--- config.mk ---
export PLATFORM = sky130hd
export DESIGN_NAME = opp_sequencer
export DESIGN_NICKNAME = d
export VERILOG_FILES = /design/src/rtl/opp_pkg.sv /design/src/rtl/opp_select.sv /design/src/rtl/opp_countdown.sv /design/src/rtl/opp_sequencer.sv
export SDC_FILE = /design/constraint.sdc
export NUM_CORES = 1
export LEC_CHECK = 0
export BUFFER_PORTS_ARGS = -buffer_cell sky130_fd_sc_hd__buf_2
export CAP_MARGIN = 20
export CORE_MARGIN = 10
export CORE_UTILIZATION = 45
export CTS_CLUSTER_DIAMETER = 120
export DETAILED_ROUTE_END_ITERATION = 6
export HOLD_SLACK_MARGIN = 0.06
export PLACE_DENSITY = 0.68
export SYNTH_ARGS = -nofsm -noshare
export SYNTH_HDL_FRONTEND = slang
export SYNTH_SLANG_ARGS = --single-unit
export TNS_END_PERCENT = 10
--- constraint.sdc ---
create_clock -name clk -period 4.7 [get_ports clk]
set_clock_uncertainty 0.15 [all_clocks]
set_input_delay 0.235 -clock clk [delete_from_list [all_inputs] [get_ports clk]]
set_output_delay 0.235 -clock clk [all_outputs]
set_load 0.01 [all_outputs]
--- src/rtl/opp_pkg.sv ---
package opp_pkg;
  localparam int NUM_OPP  = 5;
  localparam int IDX_W    = $clog2(NUM_OPP);
  localparam int MHZ_W    = 11;
  localparam int MV_W     = 11;
  localparam int SETTLE_W = 10;
  localparam int SETTLE_MIN = 100;
  localparam int SETTLE_MAX = 1000;

  typedef logic [IDX_W-1:0] opp_idx_t;

  typedef enum logic [2:0] {
    S_IDLE, S_VUP, S_VUP_WAIT, S_FUP, S_FDN, S_VDN, S_VDN_WAIT, S_FIN
  } seq_state_t;

  // frequency of each operating point, ascending
  function automatic logic [MHZ_W-1:0] opp_mhz(opp_idx_t i);
    case (i)
      3'd0: opp_mhz = MHZ_W'(433);
      3'd1: opp_mhz = MHZ_W'(533);
      3'd2: opp_mhz = MHZ_W'(667);
      3'd3: opp_mhz = MHZ_W'(1000);
      default: opp_mhz = MHZ_W'(1200);
    endcase
  endfunction

  function automatic logic [MV_W-1:0] opp_mv(opp_idx_t i);
    case (i)
      3'd0: opp_mv = MV_W'(875);
      3'd1: opp_mv = MV_W'(950);
      3'd2: opp_mv = MV_W'(1050);
      3'd3: opp_mv = MV_W'(1300);
      default: opp_mv = MV_W'(1400);
    endcase
  endfunction

  // lowest index whose frequency covers the need; top index if none does
  function automatic opp_idx_t opp_pick(logic [MHZ_W-1:0] need);
    opp_idx_t best;
    best = opp_idx_t'(NUM_OPP - 1);
    for (int i = NUM_OPP - 1; i >= 0; i--) begin
      if (opp_mhz(opp_idx_t'(i)) >= need) best = opp_idx_t'(i);
    end
    return best;
  endfunction

  function automatic logic [SETTLE_W-1:0] settle_clamp(logic [SETTLE_W-1:0] n);
    if (n < SETTLE_W'(SETTLE_MIN))      settle_clamp = SETTLE_W'(SETTLE_MIN);
    else if (n > SETTLE_W'(SETTLE_MAX)) settle_clamp = SETTLE_W'(SETTLE_MAX);
    else                                settle_clamp = n;
  endfunction
endpackage

--- src/rtl/opp_select.sv ---
module opp_select import opp_pkg::*; (
  input  logic [MHZ_W-1:0] need_mhz,
  output opp_idx_t         pick
);
  always_comb pick = opp_pick(need_mhz);

  // chosen point covers the need, and the next lower one does not
  always_comb begin
    if (need_mhz <= opp_mhz(opp_idx_t'(NUM_OPP - 1))) begin
      p_pick_covers_r2: assert (opp_mhz(pick) >= need_mhz);
      if (pick != '0) begin
        p_pick_lowest_r2: assert (opp_mhz(pick - opp_idx_t'(1)) < need_mhz);
      end
    end else begin
      p_pick_clamp_r3: assert (pick == opp_idx_t'(NUM_OPP - 1));
    end
  end
endmodule

--- src/rtl/opp_countdown.sv ---
module opp_countdown #(
  parameter int W = 8
) (
  input  logic         clk,
  input  logic         rst_n,
  input  logic         load,
  input  logic [W-1:0] load_val,
  output logic         zero
);
  logic [W-1:0] cnt;

  always_ff @(posedge clk) begin
    if (!rst_n)          cnt <= '0;
    else if (load)       cnt <= load_val;
    else if (cnt != '0)  cnt <= cnt - W'(1);
  end

  assign zero = (cnt == '0);
endmodule

--- src/rtl/opp_sequencer.sv ---
module opp_sequencer import opp_pkg::*; #(
  parameter int unsigned MIN_GAP = 1_000_000
) (
  input  logic                clk,
  input  logic                rst_n,
  input  logic                req_valid,
  input  logic [1:0]          req_users,
  input  logic                req_klen,
  input  logic [MHZ_W-1:0]    req_mhz,
  input  logic [SETTLE_W-1:0] settle_cycles,
  output logic                vreg_cmd_valid,
  output logic [IDX_W-1:0]    vreg_cmd_code,
  input  logic                vreg_ack,
  output logic                clk_cmd_valid,
  output logic [IDX_W-1:0]    clk_cmd_code,
  input  logic                clk_ack,
  output logic                busy,
  output logic [MHZ_W-1:0]    cur_mhz,
  output logic [MV_W-1:0]     cur_mv,
  output logic [1:0]          act_users,
  output logic                act_klen
);
  localparam int GAP_W = $clog2(MIN_GAP + 1) < 1 ? 1 : $clog2(MIN_GAP + 1);

  seq_state_t st, st_nx;
  opp_idx_t   req_idx, pend_idx, cur_idx, tgt_idx;
  opp_idx_t   v_applied, f_applied;
  logic       pend_v;
  logic [1:0] pend_users, tgt_users;
  logic       pend_klen, tgt_klen;

  // named internal events
  logic same_hit, tr_start, tr_done, consume;
  logic settle_load, settle_zero, gap_zero;
  logic v_acked, f_acked;

  opp_select u_sel (
    .need_mhz (req_mhz),
    .pick     (req_idx)
  );

  opp_countdown #(.W(SETTLE_W)) u_settle (
    .clk      (clk),
    .rst_n    (rst_n),
    .load     (settle_load),
    .load_val (settle_clamp(settle_cycles)),
    .zero     (settle_zero)
  );

  opp_countdown #(.W(GAP_W)) u_gap (
    .clk      (clk),
    .rst_n    (rst_n),
    .load     (tr_done),
    .load_val (GAP_W'(MIN_GAP)),
    .zero     (gap_zero)
  );

  assign same_hit    = (st == S_IDLE) && pend_v && (pend_idx == cur_idx);
  assign tr_start    = (st == S_IDLE) && pend_v && (pend_idx != cur_idx) && gap_zero;
  assign tr_done     = (st == S_FIN);
  assign consume     = same_hit || tr_start;
  assign v_acked     = vreg_ack && vreg_cmd_valid;
  assign f_acked     = clk_ack && clk_cmd_valid;
  assign settle_load = v_acked;

  always_comb begin
    st_nx = st;
    case (st)
      S_IDLE:     if (tr_start) st_nx = (pend_idx > cur_idx) ? S_VUP : S_FDN;
      S_VUP:      if (vreg_ack) st_nx = S_VUP_WAIT;
      S_VUP_WAIT: if (settle_zero) st_nx = S_FUP;
      S_FUP:      if (clk_ack) st_nx = S_FIN;
      S_FDN:      if (clk_ack) st_nx = S_VDN;
      S_VDN:      if (vreg_ack) st_nx = S_VDN_WAIT;
      S_VDN_WAIT: if (settle_zero) st_nx = S_FIN;
      S_FIN:      st_nx = S_IDLE;
      default:    st_nx = S_IDLE;
    endcase
  end

  always_ff @(posedge clk) begin
    if (!rst_n) begin
      st         <= S_IDLE;
      pend_v     <= 1'b0;
      pend_idx   <= '0;
      pend_users <= '0;
      pend_klen  <= 1'b0;
      cur_idx    <= '0;
      tgt_idx    <= '0;
      tgt_users  <= '0;
      tgt_klen   <= 1'b0;
      act_users  <= '0;
      act_klen   <= 1'b0;
      v_applied  <= '0;
      f_applied  <= '0;
    end else begin
      st <= st_nx;
      // newest request always overwrites the latch
      if (req_valid) begin
        pend_v     <= 1'b1;
        pend_idx   <= req_idx;
        pend_users <= req_users;
        pend_klen  <= req_klen;
      end else if (consume) begin
        pend_v <= 1'b0;
      end
      if (same_hit) begin
        act_users <= pend_users;
        act_klen  <= pend_klen;
      end
      if (tr_start) begin
        tgt_idx   <= pend_idx;
        tgt_users <= pend_users;
        tgt_klen  <= pend_klen;
      end
      if (tr_done) begin
        cur_idx   <= tgt_idx;
        act_users <= tgt_users;
        act_klen  <= tgt_klen;
      end
      if (v_acked) v_applied <= tgt_idx;
      if (f_acked) f_applied <= tgt_idx;
    end
  end

  assign vreg_cmd_valid = (st == S_VUP) || (st == S_VDN);
  assign clk_cmd_valid  = (st == S_FUP) || (st == S_FDN);
  assign vreg_cmd_code  = tgt_idx;
  assign clk_cmd_code   = tgt_idx;
  assign busy           = (st != S_IDLE);
  assign cur_mhz        = opp_mhz(cur_idx);
  assign cur_mv         = opp_mv(cur_idx);

  // clock never ahead of the supply
  p_freq_under_volt_r12: assert property (@(posedge clk) disable iff (!rst_n)
    f_applied <= v_applied);

  // commands held with stable code until acknowledged
  p_vcmd_hold_r13: assert property (@(posedge clk) disable iff (!rst_n)
    (vreg_cmd_valid && !vreg_ack) |=> (vreg_cmd_valid && $stable(vreg_cmd_code)));
  p_ccmd_hold_r13: assert property (@(posedge clk) disable iff (!rst_n)
    (clk_cmd_valid && !clk_ack) |=> (clk_cmd_valid && $stable(clk_cmd_code)));

  // a rising clock command only targets a voltage already in place
  p_up_order_r4: assert property (@(posedge clk) disable iff (!rst_n)
    (clk_cmd_valid && (clk_cmd_code > f_applied)) |-> (v_applied == clk_cmd_code));

  // a falling voltage command only follows a clock already lowered
  p_down_order_r5: assert property (@(posedge clk) disable iff (!rst_n)
    (vreg_cmd_valid && (vreg_cmd_code < v_applied)) |-> (f_applied == vreg_cmd_code));

  // a transition begins only once the interval timer has expired
  p_gap_respected_r7: assert property (@(posedge clk) disable iff (!rst_n)
    $rose(busy) |-> $past(gap_zero));

  // the reported point moves only out of the completion step
  p_point_at_done_r9: assert property (@(posedge clk) disable iff (!rst_n)
    !$stable(cur_idx) |-> $past(st == S_FIN));

  // no command outside a transition
  p_idle_quiet_r10: assert property (@(posedge clk) disable iff (!rst_n)
    !busy |-> !(vreg_cmd_valid || clk_cmd_valid));
endmodule

==> metrics.md, run 1 <==
| Metric | Value |
|---|---|
| Status | finished clean |
| EDFF count, synth | 0 |
| CP Class | reg2reg |
| Routed wl met3 | 296 um |
| Area of the core | 0.006386 mm^2 |
| Die X | 101.4 um |
| Largest net degree at the start of global routing | 46 |
| Commonest cells after routing, fill and taps aside | 62 x buf_2, 52 x dfxtp_1, 40 x nand2_1, 27 x nor2_1, 24 x inv_1 |
| Max Clk Rate | 373.1 MHz |
| Normalized max-slew margin | 0.5319 |
| Reg2reg start | u_gap.cnt[11] |
| Area leader, netlist | dfxtp_1 |
| Critical path endpoint category | register |
| GPL Wtd Cong | 0.7768 |
| Fraction of registers with async set/reset | 0 |
| Worst EP arrival | between 2 and 3 ns |
| Layout cells sized above 1 | 0.2068 |
| Met2 WL | 3312 um |
| Slew Limit Fails | 0 |
| Min-delay src | settle_cycles[5] |
| Max Used Layer | met4 |
| Synth area leaders | dfxtp_1 35%, mux2i_1 5.0%, nand2_1 5.0% |
| Tmin final | 2.681 ns |
| Initial Util | 0.4671 |
| CTS Buffer Depth | 2 |
| Routed WL per cell | 14.01 um |
| Top-area cell type share of the netlist area | 0.3490 |
| Slowest CP cell | or4_1 |
| GRT overflow | 0 |
| Mean Syn Cell Area | 8.309 um^2 |
| Port Buffers | 62 |
| Worst-margin pin slew | 0.7022 ns |
| WL final | 6837 um |
| Worst-Skew Late Latency | ~0.31 ns |
| Fin cells | 488 |
| Synth Cell Area | 0.002983 mm^2 |
| Die footprint | about 0.010 mm^2 |
| DR vias | 2699 |
| Clock slew at reported path FFs | 0.10 ns |
| Number of antenna diodes | 0 |
| TritonRoute pass-1 iters | 5 |
| Post-route DRC violation count | 0 |
| Hold Crit Class | in2reg |
| Synth Register Bits | 52 |
| Clock Sink Count | 52 |
| Vias in the first global route | 2597 |
| Cell leakage power | 1.513 nW |
| Routed Antenna Nets | 0 |
| Synth Warn # | 0 |
| Register area share after synthesis | 0.3490 |
| Via/cell ratio | around 5.5 |
| Crit Path Max Fanout | 11 |
| CP required | between 4 and 5 ns |
| Die Y-Extent | between 100 and 150 um |
| Main flop type after synthesis | dfxtp_1 |
| CTS buffer count | 5 |
| # IOs | 63 |
| Final Hold Viols | 0 |
| # setup viols final | 0 |
| Fin crit share | 0.5703 |
| Register-to-Register Setup Slack | 2.02 ns |
| Dpl hpwl | 5169 um |
| Netlist cell types | 57 |
| Syn Inst Count | 359 |
| CTS tree | built |
| Peak supply drop | 0.0004932 V |
| Initial antenna violation count | 0 |
| Crit-path cells | or4_1 > nor4_4 > nand2_2 > nor3_4 > mux2i_1 |
| Final core utilization | 0.5413 |
| Slowest stage delay, CP | 0.68 ns |
| GRT Overall Usage | 0.1354 |
| Hold Path Depth | 2 |
| Endpoint, Worst Hold | u_settle.cnt[5] |
| RR Endpoint | tgt_users[0] |
| Final net count | 445 |
| Core Rows | 29 |
| Post-CTS setup buffer count | 0 |
| First-pass GRT wire length | 11790 um |
| Cell Pwr Density | 593.9 mW/mm^2 |
| Mapped Nets | slightly below 400 |
| Reg2reg path depth | 5 |
| Pwr Total | 0.002053 W |
| Met1 WL | 3136 um |
| Crit start category | register |
| Setup TNS | 0 ns |
| Max Cap Violations | 0 |
| CTS Root Cell | clkbuf_8 |
| Syn-to-layout area delta | 15.90% |
| H-tree depth | 2 |
| Commonest non-fill, non-tap cell in the layout | buf_2 |
| Unrepaired setup endpoints after global routing | false |
| Placed cell count | 475 |
| Resized cells post-CTS | 0 |
| Iteration-0 DRC Markers | 110 |
[metal layers]
metal | global-route usage | up-vias
met3 | 0.03880 | 11
met2 | 0.2236 | 64
met1 | 0.1676 | 1250
met4 | 0.03751 | 0
met5 | 0 | -
li1 | - | 1374
[cell families after synthesis]
group           count (synthesis)  share of synthesized area
xor+xnor                       19                    0.05579
compound gates                 74                     0.1703
buf+inv                        47                    0.06669
mux                            17                    0.05788
flops                          52                     0.3490
fa+ha+maj                       6                    0.02517
simple gates                  144                     0.2752
[synth_stat cells, drive strengths merged, types with 4 or more instances]
cell and number:
dfxtp 52, nand2 41, nor2 27, inv 24, a21oi 16, xnor2 16, clkbuf 15, mux2i 15
nor3 13, o21ai 12, nor2b 11, nand3 10, nor4 10, buf 8, a21boi 7, or3 7
a31oi 6, ha 6, o211a 5, a211oi 4, nand4 4, o21a 4
[power by group]
part           switching (W)  internal [W]  total (W)
clock network       0.000148      0.000188   0.000336
logic               0.000590      0.000460    0.00105
registers           0.000113      0.000554   0.000667
[flip-flops by register name, indices dropped and copies added, names as in the netlist]
name and cells:
pend_users 2, pend_v 1, tgt_users 2, pend_idx 3, tgt_klen 1, act_users 2
st 3, act_klen 1, pend_klen 1, clk_cmd_code 3, cur_idx 3, u_settle.cnt 10
u_gap.cnt 20
[what timing repair did]
| action | CTS | global route |
|---|---|---|
| endpoints found under the hold margin | 5 | 0 |
| hold buffers | 5 | 0 |
| setup endpoints to repair | 0 | 0 |
[worst max path at each step]
stage | endpoint | cells after the start | slack [ns] | start
final | tgt_users[0] | 5 | 2.02 | u_gap.cnt[11]
after global routing | tgt_users[0] | 5 | 1.77 | u_gap.cnt[11]
after CTS | tgt_users[0] | 5 | 1.96 | u_gap.cnt[11]
after detailed placement | tgt_users[0] | 5 | 1.97 | u_gap.cnt[11]
after global placement | clk_cmd_code[2] | 5 | 2.07 | u_gap.cnt[11]
after floorplan | u_gap.cnt[19] | 6 | 2.59 | u_gap.cnt[11]
[critical path, delay by kind of cell, from the launching register on]
family,cells,cell delay [ns]
mux,1,0.23
flops,1,0.36
simple gates,4,1.88
[per-stage QoR]
stage / instance area [um^2] / hold WS, ns / setup WS, ns
final: 3457 / 0.07914 / 2.020
after global routing: 3457 / 0.08679 / 1.774
after CTS: 3457 / 0.07312 / 1.962
after detailed placement: 3281 / 0.3048 / 1.968
after global placement: 3281 / 0.2941 / 2.065
after floorplan: 2983 / 0.2300 / 2.587
[final cells by class]
type                            instances  area, um^2
Clock inverter                          1       30.03
Sequential cell                        52        1041
Timing Repair Buffer                   67       360.3
Fill cell                             600        2929
Multi-Input combinational cell        260        1743
Tap cell                               77       96.34
Inverter                               24       90.09
Clock buffer                            7       96.34
No activity file was read; power rests on OpenSTA's default activity.
==> run 2: changes to the inputs <==
--- a/config.mk
+++ b/config.mk
@@ -12,7 +12,7 @@
 export CTS_CLUSTER_DIAMETER = 120
 export DETAILED_ROUTE_END_ITERATION = 6
 export HOLD_SLACK_MARGIN = 0.06
-export PLACE_DENSITY = 0.68
+export PLACE_DENSITY = 0.7
 export SYNTH_ARGS = -nofsm -noshare
 export SYNTH_HDL_FRONTEND = slang
 export SYNTH_SLANG_ARGS = --single-unit
==> constraint.sdc (replaced) <==
create_clock -name clk -period 2.3 [get_ports clk]
set_clock_uncertainty 0.15 [all_clocks]
set_input_delay 0.115 -clock clk [delete_from_list [all_inputs] [get_ports clk]]
set_output_delay 0.115 -clock clk [all_outputs]
set_load 0.01 [all_outputs]
==> run 2 against run 1 <==
  * Final cell count up 4.5%
  * Clock power increased by 83%
  * Sequential share of layout area fell by 1.6 points
  * Total power up 110%
  * Design area grew 5.5%
  * Register-to-register slack got worse by 2.0 ns
  * First-iteration DRC count grew 12%
  * Flip-flop and latch count is the same
  * Clock-buffer cell count shrank 1
  * Worst hold slack improved by 0.061 ns
  * Global-route usage is 0.084 points lower
  * Via count is 1.9% higher
  * Largest cell class unchanged
==> metrics.md, run 2 (synthesized netlist as in run 1, its figures left out) <==
| Metric | Value |
|---|---|
| Status | finished clean |
| Critical path endpoint category | register |
| CP required | 2.34 ns (-2.45 ns) |
| Number of antenna diodes | 0 (unchanged) |
| Core Rows | 29 (unchanged) |
| Tmin final | 2.243 ns (-0.4376 ns) |
| Pre-CTS setup slack | 0.07088 ns (-1.897 ns) |
| Max Clk Rate | 445.8 MHz (+20%) |
| Register-to-Register Setup Slack | 0.06 ns (-1.96 ns) |
| Layout cells sized above 1 | 0.2171 (+0.01028) |
| Crit Path Max Fanout | 6 (-5) |
| Routed WL per cell | 14.04 um (+0.18%) |
| Fill count | 590 (-1.7%) |
| Hold WS | 0.1403 ns (+0.06114 ns) |
| Fin cells | 510 (+4.5%) |
| Placed cell count | 483 (+1.7%) |
| Max reg flops | 20 (unchanged) |
| TritonRoute pass-1 iters | 5 (unchanged) |
| Peak supply drop | 0.0008799 V (+78%) |
| Pwr Total | 0.004318 W (+110%) |
| Post-route DRC violation count | 0 (unchanged) |
| Clock slew at reported path FFs | 0.09 ns (about the same) |
| Die Y-Extent | 101.4 um (unchanged) |
| GRT overflow | 0 (unchanged) |
| Iteration-0 DRC Markers | 123 (+12%) |
| Routed Antenna Nets | 0 (unchanged) |
| CTS buffer count | 5 (unchanged) |
| Multi-input logic area | 0.001752 mm^2 (+0.50%) |
| Max Used Layer | met4 |
| Initial antenna violation count | 0 (unchanged) |
| Crit-path cells | nor4_1 > nand4b_1 > nand3_1 > a21boi_0 > dlygate4sd3_1 |
| Commonest cells after routing, fill and taps aside | 62 x buf_2, 52 x dfxtp_1, 40 x nand2_1, 27 x nor2_1, 24 x inv_1 |
| Clock Sink Count | 52 (unchanged) |
| Met1 WL | 3226 um (+2.9%) |
| Die footprint | 0.01029 mm^2 (unchanged) |
| Largest net degree at the start of global routing | 37 (-20%) |
| Normalized max-slew margin | 0.6430 (+0.1112) |
| Biggest register | u_gap.cnt |
| Design Area, Final | 0.003647 mm^2 (+5.5%) |
| Hold Crit Class | in2reg |
| Reg2reg path depth | 5 (unchanged) |
| Slowest stage delay, CP | 0.56 ns (-0.12 ns) |
| Unrepaired setup endpoints after global routing | true |
| # setup viols final | 0 (unchanged) |
| Crit start category | register |
| Worst EP arrival | 2.29 ns (-0.48 ns) |
| Initial Util | 0.4671 (unchanged) |
| # IOs | 63 (unchanged) |
| Cell Pwr Density | 1184 mW/mm^2 (+99%) |
| Max Cap Violations | 0 (unchanged) |
| Dpl hpwl | 5310 um (+2.7%) |
| GPL Wtd Cong | 0.7826 (+0.75%) |
| Routed wl met3 | 265 um (-10%) |
| CTS Root Cell | clkbuf_8 |
| Crit path capture | u_settle.cnt[7] |
| Via/cell ratio | 5.394 (-2.5%) |
| CTS tree | built |
| Worst-Skew Late Latency | 0.30 ns (about the same) |
| Slowest CP cell | dlygate4sd3_1 |
| CTS Buffer Depth | 2 (unchanged) |
| Fin crit share | 0.9752 (+0.4049) |
| CP Class | reg2reg |
| Cell leakage power | 1.602 nW (+5.9%) |
| WL final | 7158 um (+4.7%) |
| Reg2reg start | u_settle.cnt[5] |
| GRT Overall Usage | 0.1345 (-0.0008382) |
| RR Endpoint | u_settle.cnt[7] |
| First-pass GRT wire length | 11740 um (-0.42%) |
| Die X | 101.4 um (unchanged) |
| CP Launch Point | u_settle.cnt[5] |
| Port Buffers | 62 (unchanged) |
| Syn-to-layout area delta | 22.27% |
| Commonest non-fill, non-tap cell in the layout | buf_2 |
| Worst Setup Slack, final | 0.05708 ns (-1.962 ns) |
| Met2 WL | 3629 um (+9.6%) |
| Cell Area, Placed | 0.003341 mm^2 (+1.8%) |
| Vias in the first global route | 2652 (+2.1%) |
| DR vias | 2751 (+1.9%) |
| Final Hold Viols | 0 (unchanged) |
| Seq. cell area | 0.001041 mm^2 (unchanged) |
| Biggest regs | u_gap.cnt x20, u_settle.cnt x10 |
| Area of the core | 0.006386 mm^2 (unchanged) |
| Slew Limit Fails | 0 (unchanged) |
| Worst-margin pin slew | 0.5219 ns (-0.1803 ns) |
| Final net count | 467 (+4.9%) |
| H-tree depth | 2 (unchanged) |
## run 2: per-stage QoR
stage | setup TNS (ns) | util
6_report | 0 | 0.5711
4_1_cts | 0 | 0.5697
2_1_floorplan | 0 | -
5_1_grt | -0.05093 | 0.5711
3_3_place_gp | 0 | 0.5231
3_5_place_dp | 0 | 0.5231
## run 2: area by class of cell
cell class,count,share of cell area
clock buffers,6,0.01990
clock inverters,2,0.009605
inverters,24,0.02470
multi-input cells,260,0.4803
flip-flops and latches,52,0.2854
well taps,77,0.02642
repair buffers,89,0.1537
## run 2: worst min-delay path by stage
stage                                start              end  slack (ns)  cells past startpoint
after global placement            req_klen        pend_klen        0.22                      3
after global routing            req_mhz[5]      pend_idx[2]        0.18                      4
final                           req_mhz[5]      pend_idx[2]        0.14                      4
after CTS                       req_mhz[5]      pend_idx[2]        0.13                      4
after detailed placement  settle_cycles[0]  u_settle.cnt[0]        0.23                      3
after floorplan           settle_cycles[7]  u_settle.cnt[7]        0.11                      2
## run 2: power breakdown
group          total [W]  switching, W  internal (W)
registers        0.00135      0.000222       0.00113
clock network   0.000616      0.000293      0.000323
logic            0.00235       0.00127       0.00108
## run 2: critical path, delay by kind of cell (launching register included)
kind / cells / cell delay [ns]
and+or+nand+nor: 3 / 0.97
AOI/OAI and AO/OA: 1 / 0.09
buffers and inverters: 1 / 0.56
DFF: 1 / 0.37
## run 2: what timing repair did
item,in CTS,in global routing
endpoints found under the hold margin,18,0
setup buffers,0,0
gates resized for setup,0,2
setup endpoints to repair,0,3
hold buffers,19,0
## run 2: per-layer routing
metal,GRT usage,vias up
li1,-,1412
met1,0.1596,1273
met2,0.2417,61
met3,0.02655,5
met4,0.03215,0
met5,0,-
==> run 3: changes to the inputs <==
--- a/config.mk
+++ b/config.mk
@@ -7,13 +7,16 @@
 export LEC_CHECK = 0
 export BUFFER_PORTS_ARGS = -buffer_cell sky130_fd_sc_hd__buf_2
 export CAP_MARGIN = 20
+export CELL_PAD_IN_SITES_DETAIL_PLACEMENT = 1
+export CELL_PAD_IN_SITES_GLOBAL_PLACEMENT = 1
 export CORE_MARGIN = 10
-export CORE_UTILIZATION = 45
+export CORE_UTILIZATION = 37
 export CTS_CLUSTER_DIAMETER = 120
 export DETAILED_ROUTE_END_ITERATION = 6
 export HOLD_SLACK_MARGIN = 0.06
-export PLACE_DENSITY = 0.7
+export PLACE_DENSITY_LB_ADDON = 0.1
 export SYNTH_ARGS = -nofsm -noshare
 export SYNTH_HDL_FRONTEND = slang
+export SYNTH_HIERARCHICAL = 1
 export SYNTH_SLANG_ARGS = --single-unit
 export TNS_END_PERCENT = 10
==> run 3 against run 2 <==
  * Area after synthesis grew 5.2%
  * Synthesized cell count grew 5.0%
  * Non-clock buffer count grew 15
  * Fmax shrank 2.0%
  * Clock-buffer cell count shrank 1
  * Sequential share of layout area shrank 2.6 points
  * Routed wire length grew 19%
  * First-iteration DRC count shrank 53%
  * Clock power grew 4.9%
  * Critical path depth grew 3
  * Final cell count grew 15%
  * Highest routed layer unchanged
==> metrics.md, run 3 <==
| Metric | Value |
|---|---|
| Hold Path Depth | 4 (unchanged) |
| CTS Root Cell | clkbuf_8 |
| Fraction of registers with async set/reset | 0 (unchanged) |
| Pre-CTS setup slack | -0.1876 ns (-0.2585 ns) |
| Hold Crit Class | in2reg |
| Commonest non-fill, non-tap cell in the layout | buf_2 |
| Area leader, netlist | dfxtp_1 |
| Clock share of power | 0.162 (+0.019) |
| CP Launch Point | u_gap/cnt[1] |
| Max Cap Violations | 0 (unchanged) |
| Final Hold Viols | 0 (unchanged) |
| Sw Pwr | 0.001512 W (-15%) |
| Initial Util | 0.3818 (-0.08533) |
| Multi-input logic area | 0.001986 mm^2 (+13%) |
| Register area share after synthesis | 0.3319 (-0.01712) |
| Main flop type after synthesis | dfxtp_1 |
| # IOs | 63 (unchanged) |
| Mean Syn Cell Area | 8.320 um^2 (+0.14%) |
| Synth Cell Area | 0.003137 mm^2 (+5.2%) |
| CP Class | reg2reg |
| WL final | 8526 um (+19%) |
| Routed Antenna Nets | 0 (unchanged) |
| Worst-margin pin slew | 0.5399 ns (+0.01792 ns) |
| Reg2reg start | u_gap/cnt[1] |
| Reg power frac | 0.329 (+0.016) |
| Normalized max-slew margin | 0.6401 (-0.002946) |
| Fin cells | 589 (+15%) |
| Peak supply drop | 0.0004811 V (-45%) |
| Crit start category | register |
| Cell Pwr Density | 995.3 mW/mm^2 (-16%) |
| Vias in the first global route | 2961 (+12%) |
| Critical path endpoint category | register |
| Final net count | 518 (+11%) |
| Unrepaired setup endpoints after global routing | true |
| Placed cell count | 554 (+15%) |
| Synth area leaders | dfxtp_1 33%, nand2_1 6.1%, xnor2_1 4.5% |
| Reg2reg path depth | 8 (+3) |
| Slew Limit Fails | 0 (unchanged) |
| Iteration-0 DRC Markers | 58 (-53%) |
| Routed WL per cell | 14.48 um (+3.1%) |
| Dpl hpwl | 6333 um (+19%) |
| CTS Buffer Depth | 2 (unchanged) |
| Synth Warn # | 6 (+6) |
| Sw Share | 0.3784 (-0.03544) |
| DR vias | 2938 (+6.8%) |
| Biggest register | u_gap/cnt |
| Worst EP arrival | 2.34 ns (+0.05 ns) |
| Top-area cell type share of the netlist area | 0.3319 (-0.01712) |
| GRT overflow | 0 (unchanged) |
| Fin crit share | 0.9955 (+0.02028) |
| Area of the core | 0.008217 mm^2 (+29%) |
| Die Y-Extent | 112.1 um (+11%) |
| Most common cell in the netlist | dfxtp_1 |
| Largest net degree at the start of global routing | 38 (+2.7%) |
| Syn Inst Count | 377 (+5.0%) |
| Tmin final | 2.290 ns (+0.04664 ns) |
| Clock slew at reported path FFs | 0.11 ns (+0.02 ns) |
| CTS buffer count | 5 (unchanged) |
| Crit Path Max Fanout | 14 (+8) |
| Worst-Skew Late Latency | 0.31 ns (about the same) |
| Pwr Total | 0.003996 W (-7.5%) |
| Via/cell ratio | 4.988 (-7.5%) |
| Core Rows | 33 (+14%) |
| Min-delay src | settle_cycles[3] |
| P_int | 0.002484 W (-1.9%) |
| Commonest cells after routing, fill and taps aside | 62 x buf_2, 51 x nand2_1, 50 x dfxtp_1, 27 x buf_4, 20 x conb_1 |
| GPL Wtd Cong | 0.7982 (+2.0%) |
| Fill count | 1032 (+75%) |
| Initial antenna violation count | 0 (unchanged) |
| Max reg flops | 20 (unchanged) |
| Seq. cell area | 0.001044 mm^2 (+0.24%) |
| # setup viols final | 0 (unchanged) |
| Synth top cells by count | 52 x dfxtp_1, 51 x nand2_1, 21 x inv_1 |
| Die footprint | 0.01256 mm^2 (+22%) |
| Clock Sink Count | 52 (unchanged) |
| CP required | 2.35 ns (about the same) |
| Synth Register Bits | 52 (unchanged) |
| Netlist cell types | 60 (+5.3%) |
| EDFF count, synth | 0 (unchanged) |
| TritonRoute pass-1 iters | 4 (-1) |
| Number of antenna diodes | 0 (unchanged) |
| Worst Setup Slack, final | 0.01044 ns (-0.04664 ns) |
| Layout cells sized above 1 | 0.3120 (+0.09489) |
| First-pass GRT wire length | 14120 um (+20%) |
| Comb power frac | 0.509 (-0.035) |
| Port Buffers | 62 (unchanged) |
| H-tree depth | 2 (unchanged) |
| Status | finished clean |
| Post-route DRC violation count | 0 (unchanged) |
| Max Clk Rate | 436.8 MHz (-2.0%) |
| GRT Overall Usage | 0.1291 (-0.005400) |
| Cell leakage power | 1.755 nW (+9.6%) |
| Biggest regs | u_gap/cnt x20, u_settle/cnt x10 |
| Die X | 112.1 um (+11%) |
| Syn-to-layout area delta | 28.00% |
| CTS tree | built |
-- run 3: metal layers --
layer | GRT usage | wire [um] | vias to the layer above
met5 | 0 | 0 | -
met4 | 0.02030 | 71 | 0
met3 | 0.03142 | 384 | 6
met2 | 0.2226 | 4114 | 47
met1 | 0.1617 | 3955 | 1375
li1 | - | - | 1510
-- run 3: final timing paths --
kind / end / slack [ns]
min: u_settle/cnt[3] / 0.1
min reg2reg: tgt_users[0] / 0.33
max reg2reg: u_gap/cnt[5] / 0.01
max: u_gap/cnt[5] / 0.01
-- run 3: critical path: stages, from the launching register on --
cell     delay (ns)
dfxtp_2        0.34
inv_2          0.08
ha_4           0.13
or4b_4         0.47
nor4_4         0.29
and2b_2        0.28
or2b_4         0.26
buf_4          0.14
o21ai_2        0.05
-- run 3: cells by family after synthesis --
logic type | after synthesis | synth area share
adders and majority gates | 6 | 0.02393
other | 2 | 0.002394
AOI/OAI and AO/OA | 79 | 0.1763
buffers and inverters | 45 | 0.07698
muxes | 12 | 0.03869
xor gates and xnor gates | 22 | 0.06143
DFF | 52 | 0.3319
and+or+nand+nor | 159 | 0.2884
-- run 3: power groups by stage --
| stage | logic, W | registers [W] | clock network (W) |
|---|---|---|---|
| global route | 0.00227 | 0.00136 | 0.000708 |
| detailed placement | 0.00182 | 0.00133 | 0 |
| global placement | 0.00177 | 0.00132 | 0 |
| CTS | 0.00192 | 0.00131 | 0.000671 |
| floorplan | 0.00139 | 0.00129 | 0 |
| finish | 0.00203 | 0.00132 | 0.000646 |
-- run 3: layout make-up --
class                           count  share of cell area
Clock buffer                        5             0.01714
Inverter                           21             0.01963
Timing Repair Buffer              104              0.1655
Sequential cell                    52              0.2599
Tap cell                          105             0.03272
Clock inverter                      3             0.01060
Multi-Input combinational cell    299              0.4945
-- run 3: repair_timing --
action | in CTS | in global routing
gates resized for setup | 3 | 13
endpoints found under the hold margin | 20 | 0
buffers inserted | 1 | 12
cloned | 1 | 0
endpoints found under the setup margin | 26 | 8
hold buffers | 14 | 0
pin swaps | 1 | 8
-- run 3: metrics by stage --
stage                       util  hold slack [ns]  area [um^2]  TNS (ns)
after floorplan                -          0.08671         3204         0
after global placement    0.4386           0.2302         3603   -0.1190
after detailed placement  0.4386           0.2425         3603    -2.930
after CTS                 0.4730          0.09382         3886         0
after global routing      0.4887          0.09843         4015    -1.051
final                     0.4887          0.09927         4015         0
